===== config.mk =====
export PLATFORM = sky130hd
export DESIGN_NAME = sst_tx_slave
export DESIGN_NICKNAME = d
export VERILOG_FILES = /design/src/rtl/sst_pkg.sv /design/src/rtl/sst_sync.sv /design/src/rtl/sst_edge.sv /design/src/rtl/sst_hold.sv /design/src/rtl/sst_shift.sv /design/src/rtl/sst_tx_slave.sv
export SDC_FILE = /design/constraint.sdc
export NUM_CORES = 1
export LEC_CHECK = 0
export ABC_CLOCK_PERIOD_IN_PS = 2380
export BUFFER_PORTS_ARGS = -buffer_cell sky130_fd_sc_hd__clkbuf_2
export CORE_MARGIN = 1
export CORE_UTILIZATION = 50
export CTS_BUF_LIST = sky130_fd_sc_hd__clkbuf_16
export CTS_CLUSTER_SIZE = 8
export DETAILED_ROUTE_END_ITERATION = 7
export PLACE_DENSITY = 0.73
export SYNTH_ARGS = -nofsm -noshare
export SYNTH_HDL_FRONTEND = slang
export SYNTH_SLANG_ARGS = --single-unit

===== constraint.sdc =====
create_clock -name clk -period 2.38 [get_ports clk]
set_input_delay 0.119 -clock clk [delete_from_list [all_inputs] [get_ports clk]]
set_output_delay 0.119 -clock clk [all_outputs]
set_load 0.03 [all_outputs]

===== src/rtl/sst_pkg.sv =====
package sst_pkg;

    parameter int unsigned SST_DATA_W    = 8;
    localparam int unsigned SST_FRAME_MAX = SST_DATA_W + 1;
    localparam int unsigned SST_CNT_W     = $clog2(SST_FRAME_MAX + 1);

    typedef logic [SST_CNT_W-1:0] cnt_t;

    typedef struct packed {
        logic port_en;
        logic sync_mode;
        logic clk_master;
        logic tx_en;
        logic rx_single;
        logic rx_cont;
        logic pol;
    } cfg_t;

    typedef struct packed {
        logic                  nine;
        logic [SST_DATA_W:0]   bits;
    } word_t;

    function automatic logic cfg_enabled(cfg_t c);
        return c.port_en & c.tx_en;
    endfunction

    function automatic logic cfg_go(cfg_t c);
        return c.port_en & c.sync_mode & ~c.clk_master & c.tx_en
             & ~c.rx_single & ~c.rx_cont;
    endfunction

    function automatic cnt_t frame_len(logic nine);
        return nine ? cnt_t'(SST_FRAME_MAX) : cnt_t'(SST_DATA_W);
    endfunction

endpackage


===== src/rtl/sst_sync.sv =====
module sst_sync #(
    parameter int unsigned STAGES = 2
) (
    input  logic clk,
    input  logic rst,
    input  logic din,
    output logic dout
);
    logic [STAGES-1:0] q;

    generate
        for (genvar i = 0; i < STAGES; i++) begin : g_stage
            if (i == 0) begin : g_first
                always_ff @(posedge clk) begin
                    if (rst) q[i] <= 1'b0;
                    else     q[i] <= din;
                end
            end else begin : g_next
                always_ff @(posedge clk) begin
                    if (rst) q[i] <= 1'b0;
                    else     q[i] <= q[i-1];
                end
            end
        end
    endgenerate

    assign dout = q[STAGES-1];
endmodule


===== src/rtl/sst_edge.sv =====
module sst_edge (
    input  logic clk,
    input  logic rst,
    input  logic lvl,
    input  logic pol,
    output logic drive_evt
);
    logic prev;
    logic rise, fall;

    always_ff @(posedge clk) begin
        if (rst) prev <= 1'b0;
        else     prev <= lvl;
    end

    always_comb begin
        rise      = lvl & ~prev;
        fall      = ~lvl & prev;
        drive_evt = pol ? rise : fall;
    end
endmodule


===== src/rtl/sst_hold.sv =====
module sst_hold
    import sst_pkg::*;
(
    input  logic  clk,
    input  logic  rst,
    input  logic  clear,
    input  logic  load,
    input  word_t load_word,
    input  logic  take,
    output logic  full,
    output word_t word
);
    always_ff @(posedge clk) begin
        if (rst || clear) begin
            full <= 1'b0;
            word <= '0;
        end else if (load) begin
            full <= 1'b1;
            word <= load_word;
        end else if (take) begin
            full <= 1'b0;
        end
    end
endmodule


===== src/rtl/sst_shift.sv =====
module sst_shift
    import sst_pkg::*;
(
    input  logic  clk,
    input  logic  rst,
    input  logic  clear,
    input  logic  load,
    input  word_t load_word,
    input  logic  step,
    output logic  empty,
    output logic  last,
    output logic  tx_out
);
    logic [SST_DATA_W:0] sr;
    cnt_t                cnt;

    always_ff @(posedge clk) begin
        if (rst || clear) begin
            sr     <= '0;
            cnt    <= '0;
            tx_out <= 1'b1;
        end else if (load) begin
            sr     <= load_word.bits;
            cnt    <= frame_len(load_word.nine);
            tx_out <= load_word.bits[0];
        end else if (step) begin
            if (cnt > cnt_t'(1)) begin
                sr     <= sr >> 1;
                cnt    <= cnt - cnt_t'(1);
                tx_out <= sr[1];
            end else if (cnt == cnt_t'(1)) begin
                cnt    <= '0;
                tx_out <= 1'b1;
            end
        end
    end

    assign empty = (cnt == '0);
    assign last  = (cnt == cnt_t'(1));
endmodule


===== src/rtl/sst_tx_slave.sv =====
module sst_tx_slave
    import sst_pkg::*;
#(
    parameter int unsigned SYNC_STAGES = 2
) (
    input  logic                  clk,
    input  logic                  rst,
    input  logic                  cfg_port_en,
    input  logic                  cfg_sync_mode,
    input  logic                  cfg_clk_master,
    input  logic                  cfg_tx_en,
    input  logic                  cfg_rx_single,
    input  logic                  cfg_rx_cont,
    input  logic                  cfg_pol,
    input  logic                  cfg_nine_bit,
    input  logic                  cfg_bit9,
    input  logic                  cfg_irq_en,
    input  logic                  wr_valid,
    input  logic [SST_DATA_W-1:0] wr_data,
    input  logic                  ext_clk,
    output logic                  tx_out,
    output logic                  hold_empty,
    output logic                  shift_empty,
    output logic                  irq
);
    cfg_t  cfg;
    word_t wr_word, hold_word, sh_word;
    logic  ena, go;
    logic  clk_sync, drive_evt, step;
    logic  hold_full, sh_empty, sh_last, shift_free;
    logic  take_hold, take_wr, hold_load, sh_load;

    always_comb begin
        cfg = '{port_en:    cfg_port_en,
                sync_mode:  cfg_sync_mode,
                clk_master: cfg_clk_master,
                tx_en:      cfg_tx_en,
                rx_single:  cfg_rx_single,
                rx_cont:    cfg_rx_cont,
                pol:        cfg_pol};
        wr_word = '{nine: cfg_nine_bit, bits: {cfg_bit9, wr_data}};
        ena     = cfg_enabled(cfg);
        go      = cfg_go(cfg);
    end

    sst_sync #(.STAGES(SYNC_STAGES)) i_sync (
        .clk  (clk),
        .rst  (rst),
        .din  (ext_clk),
        .dout (clk_sync)
    );

    sst_edge i_edge (
        .clk       (clk),
        .rst       (rst),
        .lvl       (clk_sync),
        .pol       (cfg.pol),
        .drive_evt (drive_evt)
    );

    always_comb begin
        step       = go & drive_evt;
        shift_free = sh_empty | (step & sh_last);
        take_hold  = go & hold_full & shift_free;
        take_wr    = go & ~hold_full & wr_valid & shift_free;
        hold_load  = ena & wr_valid & (~hold_full | take_hold) & ~take_wr;
        sh_load    = take_hold | take_wr;
        sh_word    = take_hold ? hold_word : wr_word;
    end

    sst_hold i_hold (
        .clk       (clk),
        .rst       (rst),
        .clear     (~ena),
        .load      (hold_load),
        .load_word (wr_word),
        .take      (take_hold),
        .full      (hold_full),
        .word      (hold_word)
    );

    sst_shift i_shift (
        .clk       (clk),
        .rst       (rst),
        .clear     (~ena),
        .load      (sh_load),
        .load_word (sh_word),
        .step      (step),
        .empty     (sh_empty),
        .last      (sh_last),
        .tx_out    (tx_out)
    );

    assign hold_empty  = ~hold_full;
    assign shift_empty = sh_empty;
    assign irq         = cfg_irq_en & ~hold_full;
endmodule


---- Yosys cells after proc, flatten, opt, wreduce, memory -nomap -nowiden ----
Index checks and enable logic that the tools add are counted.
storage, ports and cells
  flip-flop bits (word level) ............. 28
  input bits .............................. 22
  output and inout bits ................... 4
  word-level logic and storage cells ...... 66
cells by class
  $add $sub $neg .......................... 1
  $lt $le $gt $ge ......................... 1
  equal/unequal tests ..................... 1
  multiplexer cells ....................... 16
  bitwise gates (word level) .............. 30
  reductions and logical operators ........ 8
operator list
  kind                   count
  $mux W9                3
  $and A1 B1 Y1          19
  $mux W4                4
  $mux W10               1
  $mux W1                8
  $not A1 Y1             8
  $reduce_bool A2 Y1     3
  $eq A4 B1 Y1 const B   1
  $gt A4 B1 Y1 const B   1
  $logic_not A4 Y1       1
  $reduce_and A2 Y1      2
  $sub A4 B1 Y4 const B  1
  $or A1 B1 Y1           3
  $reduce_bool A3 Y1     1
  $logic_or A1 B1 Y1     1

---- Depth between registers and ports, before layout ----
Gate-level depths: netlist (run 1).
  word-level depth ........................ 13
  depth in mapped cells ................... 8

---- Hierarchy ----
A second synthesis (run 1) with hierarchy kept.
unflattened totals
  cells, all modules ...................... 147
  area, all modules ....................... 1411.4 µm²
modules (own cells, without submodules)
  module        times used  cells an instance  area an instance (µm²)  sequential area each (µm²)
  sst_shift     1           75                 651.9                   260.2
  sst_hold      1           37                 401.6                   220.2
  sst_tx_slave  1           26                 256.5                   0.0
  sst_sync      1           4                  52.6                    40.0
  sst_edge      1           5                  48.8                    20.0

---- Worst setup path after synthesis (run 1) ----
Ideal clock, no wire load.
  path type ............................... register to register
  start point ............................. register i_shift.cnt[0]
  end point ............................... register i_hold.word[0] (netlist bit)
  library setup time ...................... 132 ps
  arrival ................................. 2752 ps
  data required time ...................... 2248 ps
  setup slack ............................. -504 ps
  stages on the path, launching flop included .. 9
  path buffers ............................ 1
  cells stage by stage .................... dfxtp_1 inv_1 ha_1 nor3b_1 nor3_1 or4_4 buf_6 nand3_1 a21oi_1
on the way
  elaborated cells between the ends (all ways) .. 10
  those cells by class .................... eq/ne (1); bitwise (8); reduce/logical (1)
RTL lines
  item                      line                RTL
  start: declaration        sst_shift.sv:15     cnt_t cnt;
  start signal: assignment  sst_shift.sv:24     cnt <= frame_len(load_word.nine);
  start signal: assignment  sst_shift.sv:29     cnt <= cnt - cnt_t'(1);
  $logic_not A4 Y1 *        sst_shift.sv:38     assign empty = (cnt == '0);
  via shift_empty           sst_tx_slave.sv:23  output logic shift_empty,
  $or A1 B1 Y1 *            sst_tx_slave.sv:63  shift_free = sh_empty | (step & sh_last);
  $and A1 B1 Y1             sst_tx_slave.sv:64  take_hold = go & hold_full & shift_free;
  $or A1 B1 Y1              sst_tx_slave.sv:66  hold_load = ena & wr_valid & (~hold_full | take_hold) & ~take_wr;
  $and A1 B1 Y1             sst_tx_slave.sv:66
  $and A1 B1 Y1 *           sst_tx_slave.sv:66
  end signal: assignment    sst_hold.sv:19      word <= load_word;
  end: declaration          sst_hold.sv:11      output word_t word
Mark *: on every way through the listed nets, which the timed path passes. The rest lies on a longest branch.
A chain may end at the register's enable or synchronous reset.

---- Worst setup path in the final report (run 1) ----
  start point ............................. register i_shift.cnt[0]
  end point ............................... register i_hold.word[7] (netlist bit)
on the way
  longest elaborated chain between the ends .. 7
  elaborated cells between the ends (all ways) .. 10
  those cells by class .................... eq/ne (1); bitwise (8); reduce/logical (1)
RTL lines
  item             line                RTL
  $eq A4 B1 Y1     sst_shift.sv:39     assign last = (cnt == cnt_t'(1));
  $and A1 B1 Y1    sst_tx_slave.sv:63
  $or A1 B1 Y1 *   sst_tx_slave.sv:63
  $and A1 B1 Y1    sst_tx_slave.sv:64
  $or A1 B1 Y1     sst_tx_slave.sv:66
  $and A1 B1 Y1    sst_tx_slave.sv:66
  $and A1 B1 Y1 *  sst_tx_slave.sv:66
Every way passes the cells marked *; elsewhere a longest branch is shown, timed or not.

==> results of run 1 <==
cell families (layout without fill, tap and decap cells):
group                    Yosys count  in the layout  synth area share (%)
AND/OR/NAND/NOR                   70             70                  26.9
buffers and inverters             14             40                  4.21
adder cells (fa/ha/maj)            3              3                  2.46
multiplexers                       3              3                  2.19
AO/OA/AOI/OAI                     56             56                  26.3
flip-flops                        27             27                  37.9
registers in the layout (all words and copies together), names as in the netlist:
register	flops
i_shift.cnt	4
i_sync.dout	1
i_shift.tx_out	1
i_edge.prev	1
i_hold.full	1
i_shift.sr	8
i_hold.word	10
i_sync.q	1
power breakdown:
part	switching, mW	internal [mW]
logic	0.0475	0.0345
clock network	0.156	0.227
registers	0.00203	0.455
total	0.206	0.717
cell type report:
cell class	count	share of cell area [%]
clock inverter	1	0.297
tap	31	2.30
multi-input combinational	132	50.0
inverter	7	1.56
sequential	27	32.1
clock buffer	3	4.46
timing repair buffer	29	9.22
timing repair:
item,4_1_cts,5_1_grt
gates resized for setup,1,0
hold buffers,0,0
pin swaps,0,1
endpoints found under the setup margin,10,3
worst min path at each step:
stage / depth (start not counted) / slack [ns] / start / to
final: 2 / 0.07 / rst / i_sync.q[0]
after detailed placement: 2 / 0.35 / rst / i_sync.q[0]
after global placement: 2 / 0.34 / rst / i_edge.prev
after global routing: 2 / 0.08 / rst / i_edge.prev
after CTS: 2 / 0.07 / rst / i_sync.q[0]
after floorplan: 1 / 0.19 / rst / i_edge.prev
cells in the mapped netlist (all sizes together) (2+ instances only):
cell	number	area, um^2
nor2	21	81.3
clkbuf	6	22.5
a211oi	3	22.5
a2bb2oi	6	52.6
a21oi	14	70.1
nor2b	5	31.3
nor3b	2	15.0
nand2	10	37.5
o21ai	13	68.8
and3	2	12.5
mux2i	2	20.0
dfxtp	27	541
or4b	2	27.5
ha	2	25.0
inv	6	22.5
a221oi	2	17.5
or3	2	12.5
nor3	5	30.0
o22ai	11	68.8
o21a	3	22.5
nand3	14	70.1
per-layer routing:
metal	vias up	global-route usage, %	part of all wire (%)
li1	690	-	-
met1	644	32.6	50
met2	25	37.7	46
met3	5	3.98	2.4
met4	0	7.86	1.1
met5	-	0	0
worst max-delay path: stages, from the launching register on:
cell and delay, ns:
dfxtp_1 0.31, inv_1 0.12, ha_1 0.25, nor2_1 0.10
or4b_4 0.57, or4_4 0.58, nand3_1 0.12, a21oi_1 0.07
stage by stage:
stage / instance area (um^2) / cells
6_report: 1680 / 230
5_1_grt: 1680 / 230
4_1_cts: 1680 / 230
3_5_place_dp: 1600 / 226
3_3_place_gp: 1600 / 226
2_1_floorplan: 1440 / 173
==> reports/results.ini, run 1 <==
[outcome]
status=complete, no violations

[global_route]
grt_overflow_total=0
grt_pass1_wl_mm=5.84
antenna_found_initial=0
grt_pass1_vias=1294
grt_max_degree=16
track_usage_pct=23.7

[clock_network]
cts_tree=built
post_cts_buffers=0
cts_made_buffers=3
clkTransAtPathRegs_ns=0.07
clkLatencyLatePin_ns=0.26
cts-root-buf=clkbuf_16
cts_buffer_depth=2
numClockSinks=27
cts_htree_levels=1

[timing]
worstMarginPinSlew_ns=0.679
holdWs_ns=0.0682
final_hold_viol_count=0
rsz0062_at_grt=no
setup_ws_ns=0.140
setup_violations=0
post-route-min-period_ns=2.24
fin_skew_ns=0.000884
fmax_mhz=446
fin_crit_sh_pct=94.1
drv_slew=0
tns_ns=0
relSlewSlack_pct=54.5

[placed_design]
place.gp.congestion=0.833
io_buffers=25
dp_slack_ns=-0.0326
hpwl_mm=2.37

[layout]
fillCellCount=230
multi_input_area_um2=842
nNetsFinal=224
layout_commonest_cell=dfxtp_1
n_antenna_cell=0
final_layout_size_suffix_gt1_share_pct=22.6
final_cell_mix=dfxtp_1 (27), clkbuf_2 (25), nor2_1 (20), nand3_1 (14), a21oi_1 (14)
synthToLayoutAreaGrowth_pct=18.0
finish.utilization_pct=61.6
seqCellArea_um2=541

[pwr]
peakVddDrop_mv=0.411
power_mw=0.923
cellLeakagePower_nw=0.622
powerDensity_mw_per_mm2=548

[die]
core_area_mm2=0.00273
row_count=19
ios=26
die_h_um=55.4
start_util_pct=52.2
die-area_mm2=0.00307
die_w_um=55.4

[synth]
synth_area_mm2=0.00143
synth_async_sr_flop_share_pct=0
syn_nets=197
syn_avg_cell_area_um2=8.24
synth_edf_count=0
ys_types=40
synth-seq-cells=27
yosys_warnings=0
synthesis.instances=173
ys.flop_type=dfxtp_1
ys_seq_area_share_pct=37.9

[critical_path]
regToRegStartpoint=i_shift.cnt[0]
critical_path.reg2reg.endpoint=i_hold.word[7]
start_kind=flop
setup.worst_path.end_class=flop
rr_worst_depth=7
path_class=reg2reg
endpoint=i_hold.word[7]
crit_fanout=10
critPathLaunch=i_shift.cnt[0]
cp.required_ns=2.52
cp.arrival_ns=2.38
rrSetupSlack_ns=0.14

[routing]
finalWirelength_mm=3.30
drc_errors=0
avgViaCountPerCell=5.93
first_pass_iters=4
drtIter0Drc=50
postRouteAntennaNets=0
routedWlPerCell_um=14.3
vias=1364

[hold_path]
hold_class=in2reg

[job]
cap_violations=0

Note: power is estimated with default switching activity, not from simulation.
==> run 2: changes to the inputs <==
Settings changed: ABC_AREA from default to 1, CTS_CLUSTER_DIAMETER from default to 80, PLACE_DENSITY 0.73 to default, PLACE_DENSITY_LB_ADDON from default to 0.15.
==> run 2 against run 1 <==
  * Clock power shrank 1%
  * Final cell count grew 31%
  * Sequential power is essentially flat
  * Via count grew 8.4%
  * Count of clock-buffer cells in the layout is the same
  * Combinational power shrank 15%
  * Sequential share of layout area shrank 2.1 points
  * Power shrank 1.7%
  * Hold slack lost 0.026 ns
==> reports/results.ini, run 2 <==
[global_route]
grt_max_degree=23
track_usage_pct=21.0
grt_overflow_total=0
antenna_found_initial=0
grt_pass1_vias=1308
grt_pass1_wl_mm=5.55

[synth]
ys_types=25
syn_nets=260
ys.flop_type=dfxtp_1
synth_area_leader_cell=dfxtp_1
ys_seq_area_share_pct=33.9
syn_avg_cell_area_um2=6.75
synth_area_leaders=dfxtp_1 (34%), nand2_1 (11%), nand3_1 (7.8%)
yosys_warnings=0
synth_top_area_share_pct=33.9
synth_edf_count=0
synth_commonest_cells=nand2_1 (48), dfxtp_1 (27), inv_1 (27)
synth_area_mm2=0.00159
synth_async_sr_flop_share_pct=0
synth_most_common_cell=nand2_1
synth-seq-cells=27
synthesis.instances=236

[critical_path]
path_buf_inv=3
cp.required_ns=2.52
start_kind=flop
worst_path_most_repeated_cell=inv_1
slowest_stage=dfxtp_1
regToRegStartpoint=i_shift.cnt[0]
path_class=reg2reg
cp_cell_sequence=inv_1 -> ha_1 -> nand2_1 -> nor2_2 -> inv_1 -> nand2_4 -> o21ai_2 -> inv_2 -> o211ai_1 -> nand3_1
setup.worst_path.end_class=flop
cp.arrival_ns=2.07
crit_fanout=21
crit_path_max_incr_delay_ns=0.36
rr_worst_depth=10
rrSetupSlack_ns=0.46
cp_top_family=compound AO/OA/AOI/OAI gates
critical_path.reg2reg.endpoint=i_shift.tx_out

[layout]
layout_commonest_cell=nand2_1
largestRegisters=i_hold.word (10), i_shift.sr (8), i_shift.cnt (4)
finish.utilization_pct=59.4
max_flop_register=i_hold.word
nNetsFinal=282
n_antenna_cell=0
synthToLayoutAreaGrowth_pct=12.8
fillCellCount=305
final_layout_size_suffix_gt1_share_pct=21.0
final_cell_mix=nand2_1 (48), inv_1 (28), dfxtp_1 (27), nand3_1 (25), clkbuf_2 (25)
largest_reg_flops=10
seqCellArea_um2=541
multi_input_area_um2=856

[routing]
finalWirelength_mm=3.22
avgViaCountPerCell=4.91
first_pass_iters=4
routedWlPerCell_um=10.7
vias=1478
drc_errors=0
postRouteAntennaNets=0
drtIter0Drc=47

[timing]
tns_ns=0
post-route-min-period_ns=1.92
fmax_mhz=520
setup_ws_ns=0.457
drv_slew=0
worstMarginPinSlew_ns=0.750
rsz0062_at_grt=no
holdWs_ns=0.0420
relSlewSlack_pct=50.0
final_hold_viol_count=0
fin_skew_ns=0.00318
setup_violations=0
fin_crit_sh_pct=80.8

[pwr]
powerDensity_mw_per_mm2=505
p_seq_share_pct=50.5
power.internal_mw=0.711
swShare_pct=21.7
peakVddDrop_mv=0.221
comb_power_share_pct=7.7
power_mw=0.907
cellLeakagePower_nw=0.839
pwr-share-clk_pct=41.8
p_switching_mw=0.197

[placed_design]
dp_slack_ns=0.483
io_buffers=25
place.gp.congestion=0.814
hpwl_mm=2.35

[clock_network]
cts_buffer_depth=2
cts_made_buffers=3
numClockSinks=27
cts_tree=built
cts_resized=0
post_cts_buffers=0
clkTransAtPathRegs_ns=0.06
cts-root-buf=clkbuf_16
ctsHoldBuffers=0
cts_htree_levels=1
clkLatencyLatePin_ns=0.26

[hold_path]
min_to=i_sync.q[0]
hold_class=in2reg
min_path_cells=3
hold_path.startpoint=ext_clk

[die]
start_util_pct=52.6
ios=26
die-area_mm2=0.00342
die_h_um=58.5
core_area_mm2=0.00303
row_count=20
die_w_um=58.5

[outcome]
status=complete, no violations

[job]
cap_violations=0

==> run 2: cell types whose count changed after synthesis, sizes merged, moves of 7 or more <==
| cell | before | now |
|---|---|---|
| a21oi | 14 | 27 |
| buf | 1 | 9 |
| inv | 6 | 34 |
| nand2 | 10 | 53 |
| nand3 | 14 | 27 |
| nand3b | 0 | 16 |
| nor2 | 21 | 28 |
| o22ai | 11 | 0 |
==> run 2: layout make-up <==
type / count / area share (%)
Clock inverter: 1 / 0.209
Inverter: 34 / 7.10
Sequential cell: 27 / 30.1
Tap cell: 44 / 3.06
Timing Repair Buffer: 27 / 7.79
Clock buffer: 3 / 4.18
Multi-Input combinational cell: 165 / 47.6
==> run 2: kinds of logic (layout without fill, tap and decap cells) <==
group	Yosys count	after routing	share of synthesized area, %
and+or+nand+nor	126	126	39.4
buffers and inverters	44	65	12.4
AOI/OAI and AO/OA	37	37	12.7
DFF	27	27	33.9
adders and majority gates	2	2	1.57
==> run 2: worst register-to-register path, cell delays in order, from the launching register on <==
cell	delay [ns]
dfxtp_1	0.36
inv_1	0.08
ha_1	0.21
nand2_1	0.10
nor2_2	0.05
inv_1	0.09
nand2_4	0.13
o21ai_2	0.33
inv_2	0.21
o211ai_1	0.17
nand3_1	0.09
==> run 2: worst max-delay path by stage <==
stage | from | end | slack (ns) | depth (start not counted)
2_1_floorplan | i_shift.cnt[0] | i_shift.tx_out | 0.63 | 10
3_3_place_gp | i_shift.cnt[0] | i_shift.tx_out | 0.58 | 10
3_5_place_dp | i_shift.cnt[0] | i_shift.tx_out | 0.48 | 10
4_1_cts | i_shift.cnt[0] | i_shift.tx_out | 0.46 | 10
5_1_grt | i_shift.cnt[0] | i_shift.tx_out | 0.25 | 10
6_report | i_shift.cnt[0] | i_shift.tx_out | 0.46 | 10
==> run 2: per-stage QoR <==
stage | std cells | cell area [um^2]
after floorplan | 236 | 1590
after detailed placement | 297 | 1720
after global placement | 297 | 1720
final | 301 | 1800
after global routing | 301 | 1800
after CTS | 301 | 1800
==> run 2: routing by layer <==
| metal | vias up | GRT usage [%] | wire [um] |
|---|---|---|---|
| met5 | - | 0 | 0 |
| met2 | 24 | 35.3 | 1450 |
| met3 | 7 | 2.64 | 72 |
| met1 | 644 | 27.6 | 1650 |
| li1 | 803 | - | - |
| met4 | 0 | 8.16 | 54 |
==> run 2: power groups by stage <==
stage / logic, mW / clock network [mW] / registers, mW
finish: 0.0698 / 0.379 / 0.458
global route: 0.0799 / 0.409 / 0.458
CTS: 0.0700 / 0.386 / 0.458
detailed placement: 0.0700 / 0 / 0.468
global placement: 0.0694 / 0 / 0.468
floorplan: 0.0431 / 0 / 0.468
